===== src/rtl/ecc_cap_pkg.sv =====
// Package: register offsets and service codes shared by the capture unit.
// Assumes byte offsets with a 4-byte stride on a 32-bit register window.
package ecc_cap_pkg;
    localparam int REG_AW = 8;

    localparam logic [REG_AW-1:0] OFF_STATUS  = 8'h00;
    localparam logic [REG_AW-1:0] OFF_ACK     = 8'h04;
    localparam logic [REG_AW-1:0] OFF_MASK    = 8'h08;
    localparam logic [REG_AW-1:0] OFF_SERVICE = 8'h0C;
    localparam logic [REG_AW-1:0] OFF_CE_BASE = 8'h10;
    localparam logic [REG_AW-1:0] OFF_UE_BASE = 8'h30;
    localparam logic [REG_AW-1:0] OFF_SRC     = 8'h50;

    // word index inside a capture set
    localparam logic [REG_AW-1:0] SUB_ADDR_LO = 8'h00;
    localparam logic [REG_AW-1:0] SUB_ADDR_HI = 8'h04;
    localparam logic [REG_AW-1:0] SUB_DATA_LO = 8'h08;
    localparam logic [REG_AW-1:0] SUB_DATA_HI = 8'h0C;
    localparam logic [REG_AW-1:0] SUB_SYND    = 8'h10;

    localparam int SYND_LSB    = 8;
    localparam int SRC_CE_LSB  = 16;
    localparam int GLOBAL_MASK = 31;

    typedef enum logic [1:0] {
        SVC_NONE = 2'd0,
        SVC_CE   = 2'd1,
        SVC_UE   = 2'd2
    } svc_e;
endpackage


===== src/rtl/ecc_cap_slot.sv =====
// Module: one capture set (address, data, syndrome, requester ID) plus its
// held and overrun flags. Assumes ev_valid is a single-cycle pulse per error.
module ecc_cap_slot #(
    parameter int AW = 34,
    parameter int DW = 64,
    parameter int SW = 8,
    parameter int IW = 14
) (
    input  logic          clk,
    input  logic          rst_n,
    input  logic          ev_valid,
    input  logic [AW-1:0] ev_addr,
    input  logic [DW-1:0] ev_data,
    input  logic [SW-1:0] ev_synd,
    input  logic [IW-1:0] ev_src,
    input  logic          clr_held,
    input  logic          clr_ovr,
    output logic [AW-1:0] cap_addr,
    output logic [DW-1:0] cap_data,
    output logic [SW-1:0] cap_synd,
    output logic [IW-1:0] cap_src,
    output logic          held,
    output logic          overrun
);
    // Latch the record only when no record is currently held.
    always_ff @(posedge clk) begin
        if (!rst_n) begin
            cap_addr <= '0;
            cap_data <= '0;
            cap_synd <= '0;
            cap_src  <= '0;
        end else if (ev_valid && !held) begin
            cap_addr <= ev_addr;
            cap_data <= ev_data;
            cap_synd <= ev_synd;
            cap_src  <= ev_src;
        end
    end

    // Held flag: set by a fresh capture, cleared by acknowledge.
    always_ff @(posedge clk) begin
        if (!rst_n) held <= 1'b0;
        else        held <= (held && !clr_held) || (ev_valid && !held);
    end

    // Overrun flag: set by an event that found the record frozen.
    always_ff @(posedge clk) begin
        if (!rst_n) overrun <= 1'b0;
        else        overrun <= (overrun && !clr_ovr) || (ev_valid && held);
    end
endmodule


===== src/rtl/ecc_cap_irq.sv =====
// Module: mask register and interrupt combine. Assumes status bits are
// registered elsewhere; irq follows them combinationally.
module ecc_cap_irq #(
    parameter int NST = 4
) (
    input  logic           clk,
    input  logic           rst_n,
    input  logic           mask_we,
    input  logic [31:0]    mask_wdata,
    input  logic [NST-1:0] status,
    output logic [31:0]    mask_q,
    output logic           irq
);
    import ecc_cap_pkg::*;

    localparam logic [31:0] WR_BITS = (32'd1 << GLOBAL_MASK) | ((32'd1 << NST) - 32'd1);
    localparam logic [31:0] RST_VAL = 32'd1 << GLOBAL_MASK;

    // Hold the writable mask bits; reset comes up globally masked.
    always_ff @(posedge clk) begin
        if (!rst_n)       mask_q <= RST_VAL;
        else if (mask_we) mask_q <= mask_wdata & WR_BITS;
    end

    // Raise irq for any unmasked status bit unless globally masked.
    always_comb begin
        irq = !mask_q[GLOBAL_MASK] && (|(status & ~mask_q[NST-1:0]));
    end
endmodule


===== src/rtl/ecc_cap_arb.sv =====
// Module: picks the class software should service next. Lower class index
// wins; class 0 is correctable. Assumes two status bits per class.
module ecc_cap_arb #(
    parameter int NCLS = 2
) (
    input  logic [2*NCLS-1:0] status,
    output logic [1:0]        svc
);
    // Scan from highest to lowest index so the lowest pending class wins.
    always_comb begin
        svc = 2'd0;
        for (int g = NCLS - 1; g >= 0; g--) begin
            if (status[2*g] || status[2*g+1]) svc = 2'(g + 1);
        end
    end
endmodule


===== src/rtl/ecc_fault_recorder.sv =====
// Module: top of the ECC error capture unit. Two capture sets (correctable,
// uncorrectable), W1C status, mask, service code and a 32-bit register window.
// Assumes reads are combinational and writes take effect at the clock edge.
module ecc_fault_recorder #(
    parameter int AW = 34,
    parameter int DW = 64,
    parameter int SW = 8,
    parameter int IW = 14
) (
    input  logic          clk,
    input  logic          rst_n,
    input  logic          ce_valid,
    input  logic [AW-1:0] ce_addr,
    input  logic [DW-1:0] ce_data,
    input  logic [SW-1:0] ce_synd,
    input  logic [IW-1:0] ce_src,
    input  logic          ue_valid,
    input  logic [AW-1:0] ue_addr,
    input  logic [DW-1:0] ue_data,
    input  logic [SW-1:0] ue_synd,
    input  logic [IW-1:0] ue_src,
    input  logic [7:0]    reg_addr,
    input  logic          reg_we,
    input  logic [31:0]   reg_wdata,
    output logic [31:0]   reg_rdata,
    output logic          irq
);
    import ecc_cap_pkg::*;

    localparam int NCLS = 2;
    localparam int NST  = 2 * NCLS;

    logic [AW-1:0]   cap_addr [NCLS];
    logic [DW-1:0]   cap_data [NCLS];
    logic [SW-1:0]   cap_synd [NCLS];
    logic [IW-1:0]   cap_src  [NCLS];
    logic [NCLS-1:0] held;
    logic [NCLS-1:0] ovr;
    logic [NST-1:0]  status_w;
    logic [NST-1:0]  ack_clr;
    logic [31:0]     mask_q;
    logic [1:0]      svc_code;
    logic            ack_we;
    logic            mask_we;

    // Decode write strobes for the two writable registers.
    always_comb begin
        ack_we  = reg_we && (reg_addr == OFF_ACK);
        mask_we = reg_we && (reg_addr == OFF_MASK);
        ack_clr = ack_we ? reg_wdata[NST-1:0] : '0;
    end

    for (genvar g = 0; g < NCLS; g++) begin : g_slot
        ecc_cap_slot #(.AW(AW), .DW(DW), .SW(SW), .IW(IW)) u_slot (
            .clk      (clk),
            .rst_n    (rst_n),
            .ev_valid (g == 0 ? ce_valid : ue_valid),
            .ev_addr  (g == 0 ? ce_addr  : ue_addr),
            .ev_data  (g == 0 ? ce_data  : ue_data),
            .ev_synd  (g == 0 ? ce_synd  : ue_synd),
            .ev_src   (g == 0 ? ce_src   : ue_src),
            .clr_held (ack_clr[2*g]),
            .clr_ovr  (ack_clr[2*g+1]),
            .cap_addr (cap_addr[g]),
            .cap_data (cap_data[g]),
            .cap_synd (cap_synd[g]),
            .cap_src  (cap_src[g]),
            .held     (held[g]),
            .overrun  (ovr[g])
        );
        assign status_w[2*g]   = held[g];
        assign status_w[2*g+1] = ovr[g];
    end

    ecc_cap_irq #(.NST(NST)) u_irq (
        .clk        (clk),
        .rst_n      (rst_n),
        .mask_we    (mask_we),
        .mask_wdata (reg_wdata),
        .status     (status_w),
        .mask_q     (mask_q),
        .irq        (irq)
    );

    ecc_cap_arb #(.NCLS(NCLS)) u_arb (
        .status (status_w),
        .svc    (svc_code)
    );

    // Select one capture word of class g by sub-offset.
    function automatic logic [31:0] cap_word(input int g, input logic [7:0] sub);
        logic [31:0] w;
        case (sub)
            SUB_ADDR_LO: w = cap_addr[g][31:0];
            SUB_ADDR_HI: w = 32'(cap_addr[g][AW-1:32]);
            SUB_DATA_LO: w = cap_data[g][31:0];
            SUB_DATA_HI: w = cap_data[g][63:32];
            SUB_SYND:    w = 32'(cap_synd[g]) << SYND_LSB;
            default:     w = '0;
        endcase
        return w;
    endfunction

    // Read mux over the register window; unmapped offsets read 0.
    always_comb begin
        reg_rdata = '0;
        if (reg_addr == OFF_STATUS)
            reg_rdata = 32'(status_w);
        else if (reg_addr == OFF_MASK)
            reg_rdata = mask_q;
        else if (reg_addr == OFF_SERVICE)
            reg_rdata = 32'(svc_code);
        else if (reg_addr == OFF_SRC)
            reg_rdata = (32'(cap_src[0]) << SRC_CE_LSB) | 32'(cap_src[1]);
        else if (reg_addr >= OFF_CE_BASE && reg_addr <= OFF_CE_BASE + SUB_SYND)
            reg_rdata = cap_word(0, reg_addr - OFF_CE_BASE);
        else if (reg_addr >= OFF_UE_BASE && reg_addr <= OFF_UE_BASE + SUB_SYND)
            reg_rdata = cap_word(1, reg_addr - OFF_UE_BASE);
    end
endmodule


===== config.mk =====
export PLATFORM = sky130hd
export DESIGN_NAME = ecc_fault_recorder
export DESIGN_NICKNAME = d
export VERILOG_FILES = /design/src/rtl/ecc_cap_pkg.sv /design/src/rtl/ecc_cap_slot.sv /design/src/rtl/ecc_cap_irq.sv /design/src/rtl/ecc_cap_arb.sv /design/src/rtl/ecc_fault_recorder.sv
export SDC_FILE = /design/constraint.sdc
export NUM_CORES = 1
export LEC_CHECK = 0
export ABC_AREA = 1
export BUFFER_PORTS_ARGS = -buffer_cell sky130_fd_sc_hd__buf_2
export CORE_MARGIN = 2
export CORE_UTILIZATION = 35
export CTS_CLUSTER_DIAMETER = 100
export DETAILED_ROUTE_END_ITERATION = 10
export SYNTH_ARGS = -nofsm -noshare
export SYNTH_HDL_FRONTEND = slang
export SYNTH_HIERARCHICAL = 1
export SYNTH_SLANG_ARGS = --single-unit

===== constraint.sdc =====
create_clock -name clk -period 1.9 [get_ports clk]
set_input_delay 0.38 -clock clk [delete_from_list [all_inputs] [get_ports clk]]
set_output_delay 0.38 -clock clk [all_outputs]
set_load 0.1 [all_outputs]

==> results.tsv <==
metric	value	unit
outcome	finished with violations	
violations	negative setup slack	
cts_hold_buf	0	
p_int	10.21	mW
yosysUniqueCellTypes	29	
fp-row-count	71	
hold_path_depth	3	
setup_viol	32	
regArea	4990	um^2
cp_max_fo	6	
numClockSinks	249	
wl_per_cell	15.08	um
netlist_instances	2170	
synthToLayoutAreaGrowth	44.12	%
cts_max_level	1	
r2r_cells	7	
drt_iter0_drc	931	
p_sw_frac	0.2702	
dieArea	39280	um^2
drv_slew	0	
vdd_drop_max	632.1	uV
power_frac_comb	0.156	
n_fill_cell	3773	
worstPathArrival	1.91	ns
vias	14090	
p_sw	3.779	mW
portBuffers	290	
die_x	198.2	um
endpoint_kind	primary output	
seqPwrFrac	0.424	
ant_nets	0	
fin_nets	2786	
fmax	0.4375	GHz
synth-edff-count	0	
die_h	198.2	um
initial_core_util	0.3529	
r2r_start	g_slot[0].u_slot/held	
worst_slew_pin_slew	0.5123	ns
rsz0062_at_grt	yes	
hold_path_class	input port to register	
insertion_delay	0.56	ns
min_period	2.286	ns
grt_pass1_vias	13220	
synth_flop_cell	dfxtp_1	
drcViolationCount	0	
drive_gt1_frac	0.2793	
clockBufferDepth	3	
place_area	16320	um^2
relSlewSlack	0.6577	
setup_tns	-9.501	ns
overflow	0	
netlist_area	13200	um^2
setup.worst_path.start	reg_addr[1]	
grt_max_degree	108	
cts_made_buffers	28	
min_from	reg_wdata[31]	
drv_cap	0	
clk_pin_slew_worst_paths	0.06	ns
cp.required	1.52	ns
multiInputGateArea	7320	um^2
holdWs	0.04466	ns
dp_cells	2930	
cts_tree	yes	
synthArstFlopShare	0	
holdPathEnd	u_irq/mask_q[31]	
globalplace.congestion	0.8889	
power_density	735.2	nW/um^2
start_kind	input port	
r2r-end	g_slot[0].u_slot/cap_synd[4]	
fin_crit_sh	1.203	
p_leak	9.990	nW
cts_root_buf	clkbuf_16	
grt_use_total	0.2236	
ys_seq_area_frac	0.3777	
rrSetupSlack	0.31	ns
ys_ff_latch	249	
antenna_found_initial	7	
synth_warnings	6	
p_clk_frac	0.420	
final_area	19020	um^2
setup_slack	-0.3856	ns
drtPass1Iterations	5	
finalHoldViolations	0	
floorplan.io_pins	318	
critPathKind	input port to primary output	
fin_cells	3035	
core_area	37400	um^2
grt_pass1_wl	69.09	mm
fin_worst_skew	0.02059	ns
post-dp-hpwl	32.60	mm
viasPerCell	4.642	
routed_wl	45.78	mm
syn_area_per_cell	6.082	um^2
flip-flops by register name, indices dropped and copies added (netlist names):
| register | cells |
|---|---|
| g_slot.u_slot/cap_addr | 68 |
| g_slot.u_slot/cap_data | 128 |
| g_slot.u_slot/cap_src | 28 |
| g_slot.u_slot/cap_synd | 16 |
| g_slot.u_slot/held | 2 |
| g_slot.u_slot/overrun | 2 |
| u_irq/mask_q | 5 |
cell usage in the layout (no fill, tap or decap), drive strengths merged, types with 4 or more instances in the layout:
cell / synthesis / layout
a21oi: 13 / 13
buf: 141 / 433
bufinv: 0 / 4
clkbuf: 24 / 47
clkinv: 1 / 7
conb: 1 / 27
dfxtp: 249 / 249
inv: 287 / 284
nand2: 498 / 498
nand3: 352 / 352
nand4: 21 / 21
nor2: 532 / 532
nor3: 9 / 9
o21ai: 18 / 18
o22ai: 16 / 16
or2: 4 / 4
critical path, cell delays in order:
cell and delay (ns):
buf_12 0.09, inv_8 0.03, nand2_8 0.09, nor2_4 0.06
buf_6 0.13, nand2_8 0.07, clkinv_8 0.08, buf_12 0.15
a211oi_2 0.22, buf_4 0.15, nand4_1 0.20, buf_12 0.25
final cells by class:
class | count | share of cell area
clock buffer | 41 | 0.04473
timing repair buffer | 440 | 0.2058
tap | 511 | 0.03361
clock inverter | 9 | 0.008354
antenna | 3 | 0.0003947
inverter | 288 | 0.05999
sequential | 249 | 0.2623
multi-input combinational | 1494 | 0.3848
cell families (layout without fill, tap and decap cells):
kind of cell / after synthesis / after routing / share of synthesized area
and+or+nand+nor: 1417 / 1417 / 0.4476
buffers and inverters: 453 / 778 / 0.1533
DFF: 249 / 249 / 0.3777
AOI/OAI and AO/OA: 50 / 50 / 0.02114
other: 1 / 30 / 0.0002841
power groups by stage:
| stage | clock (mW) | combinational, mW | sequential [mW] |
|---|---|---|---|
| final | 5.88 | 2.18 | 5.93 |
| after detailed placement | 0 | 2.04 | 6.01 |
| after global placement | 0 | 2.01 | 6.00 |
| after global routing | 6.17 | 2.46 | 5.98 |
| after CTS | 5.97 | 2.16 | 5.92 |
| after floorplan | 0 | 1.38 | 5.94 |
per-stage QoR:
step / total power, mW / utilization / worst slack, ns
2_1_floorplan: 7.317 / - / -0.4478
3_3_place_gp: 8.006 / 0.4364 / -0.4897
3_5_place_dp: 8.051 / 0.4364 / -0.5245
4_1_cts: 14.04 / 0.4962 / -0.3539
5_1_grt: 14.61 / 0.5085 / -0.4255
6_report: 13.99 / 0.5086 / -0.3856
routing by layer:
layer | part of all wire | routed length (um) | track usage
met3 | 0.053 | 2422 | 0.03560
met5 | 0.00087 | 40 | 0
met2 | 0.49 | 22260 | 0.3896
met4 | 0.026 | 1179 | 0.06182
met1 | 0.43 | 19880 | 0.2849
what timing repair did:
action / 4_1_cts / 5_1_grt
gates resized for setup: 195 / 77
gates cloned: 12 / 4
endpoints found under the setup margin: 33 / 33
buffers inserted: 26 / 13
pin swaps: 60 / 65
worst max-delay path by stage:
stage,endpoint
after CTS,reg_rdata[0]
final,reg_rdata[14]
after global placement,reg_rdata[10]
after floorplan,reg_rdata[14]
after global routing,reg_rdata[14]
after detailed placement,reg_rdata[10]
cells in the mapped netlist, drive strengths merged, types with 2 or more instances:
cell type	instances	area share
a211oi	2	0.0011
a21oi	13	0.0049
buf	141	0.065
clkbuf	24	0.0068
dfxtp	249	0.38
inv	287	0.082
nand2	498	0.14
nand3	352	0.13
nand4	21	0.010
nor2	532	0.15
nor3	9	0.0042
o21ai	18	0.0068
o22ai	16	0.0076
or2	4	0.0019
No activity file was read; power rests on OpenSTA's default activity.
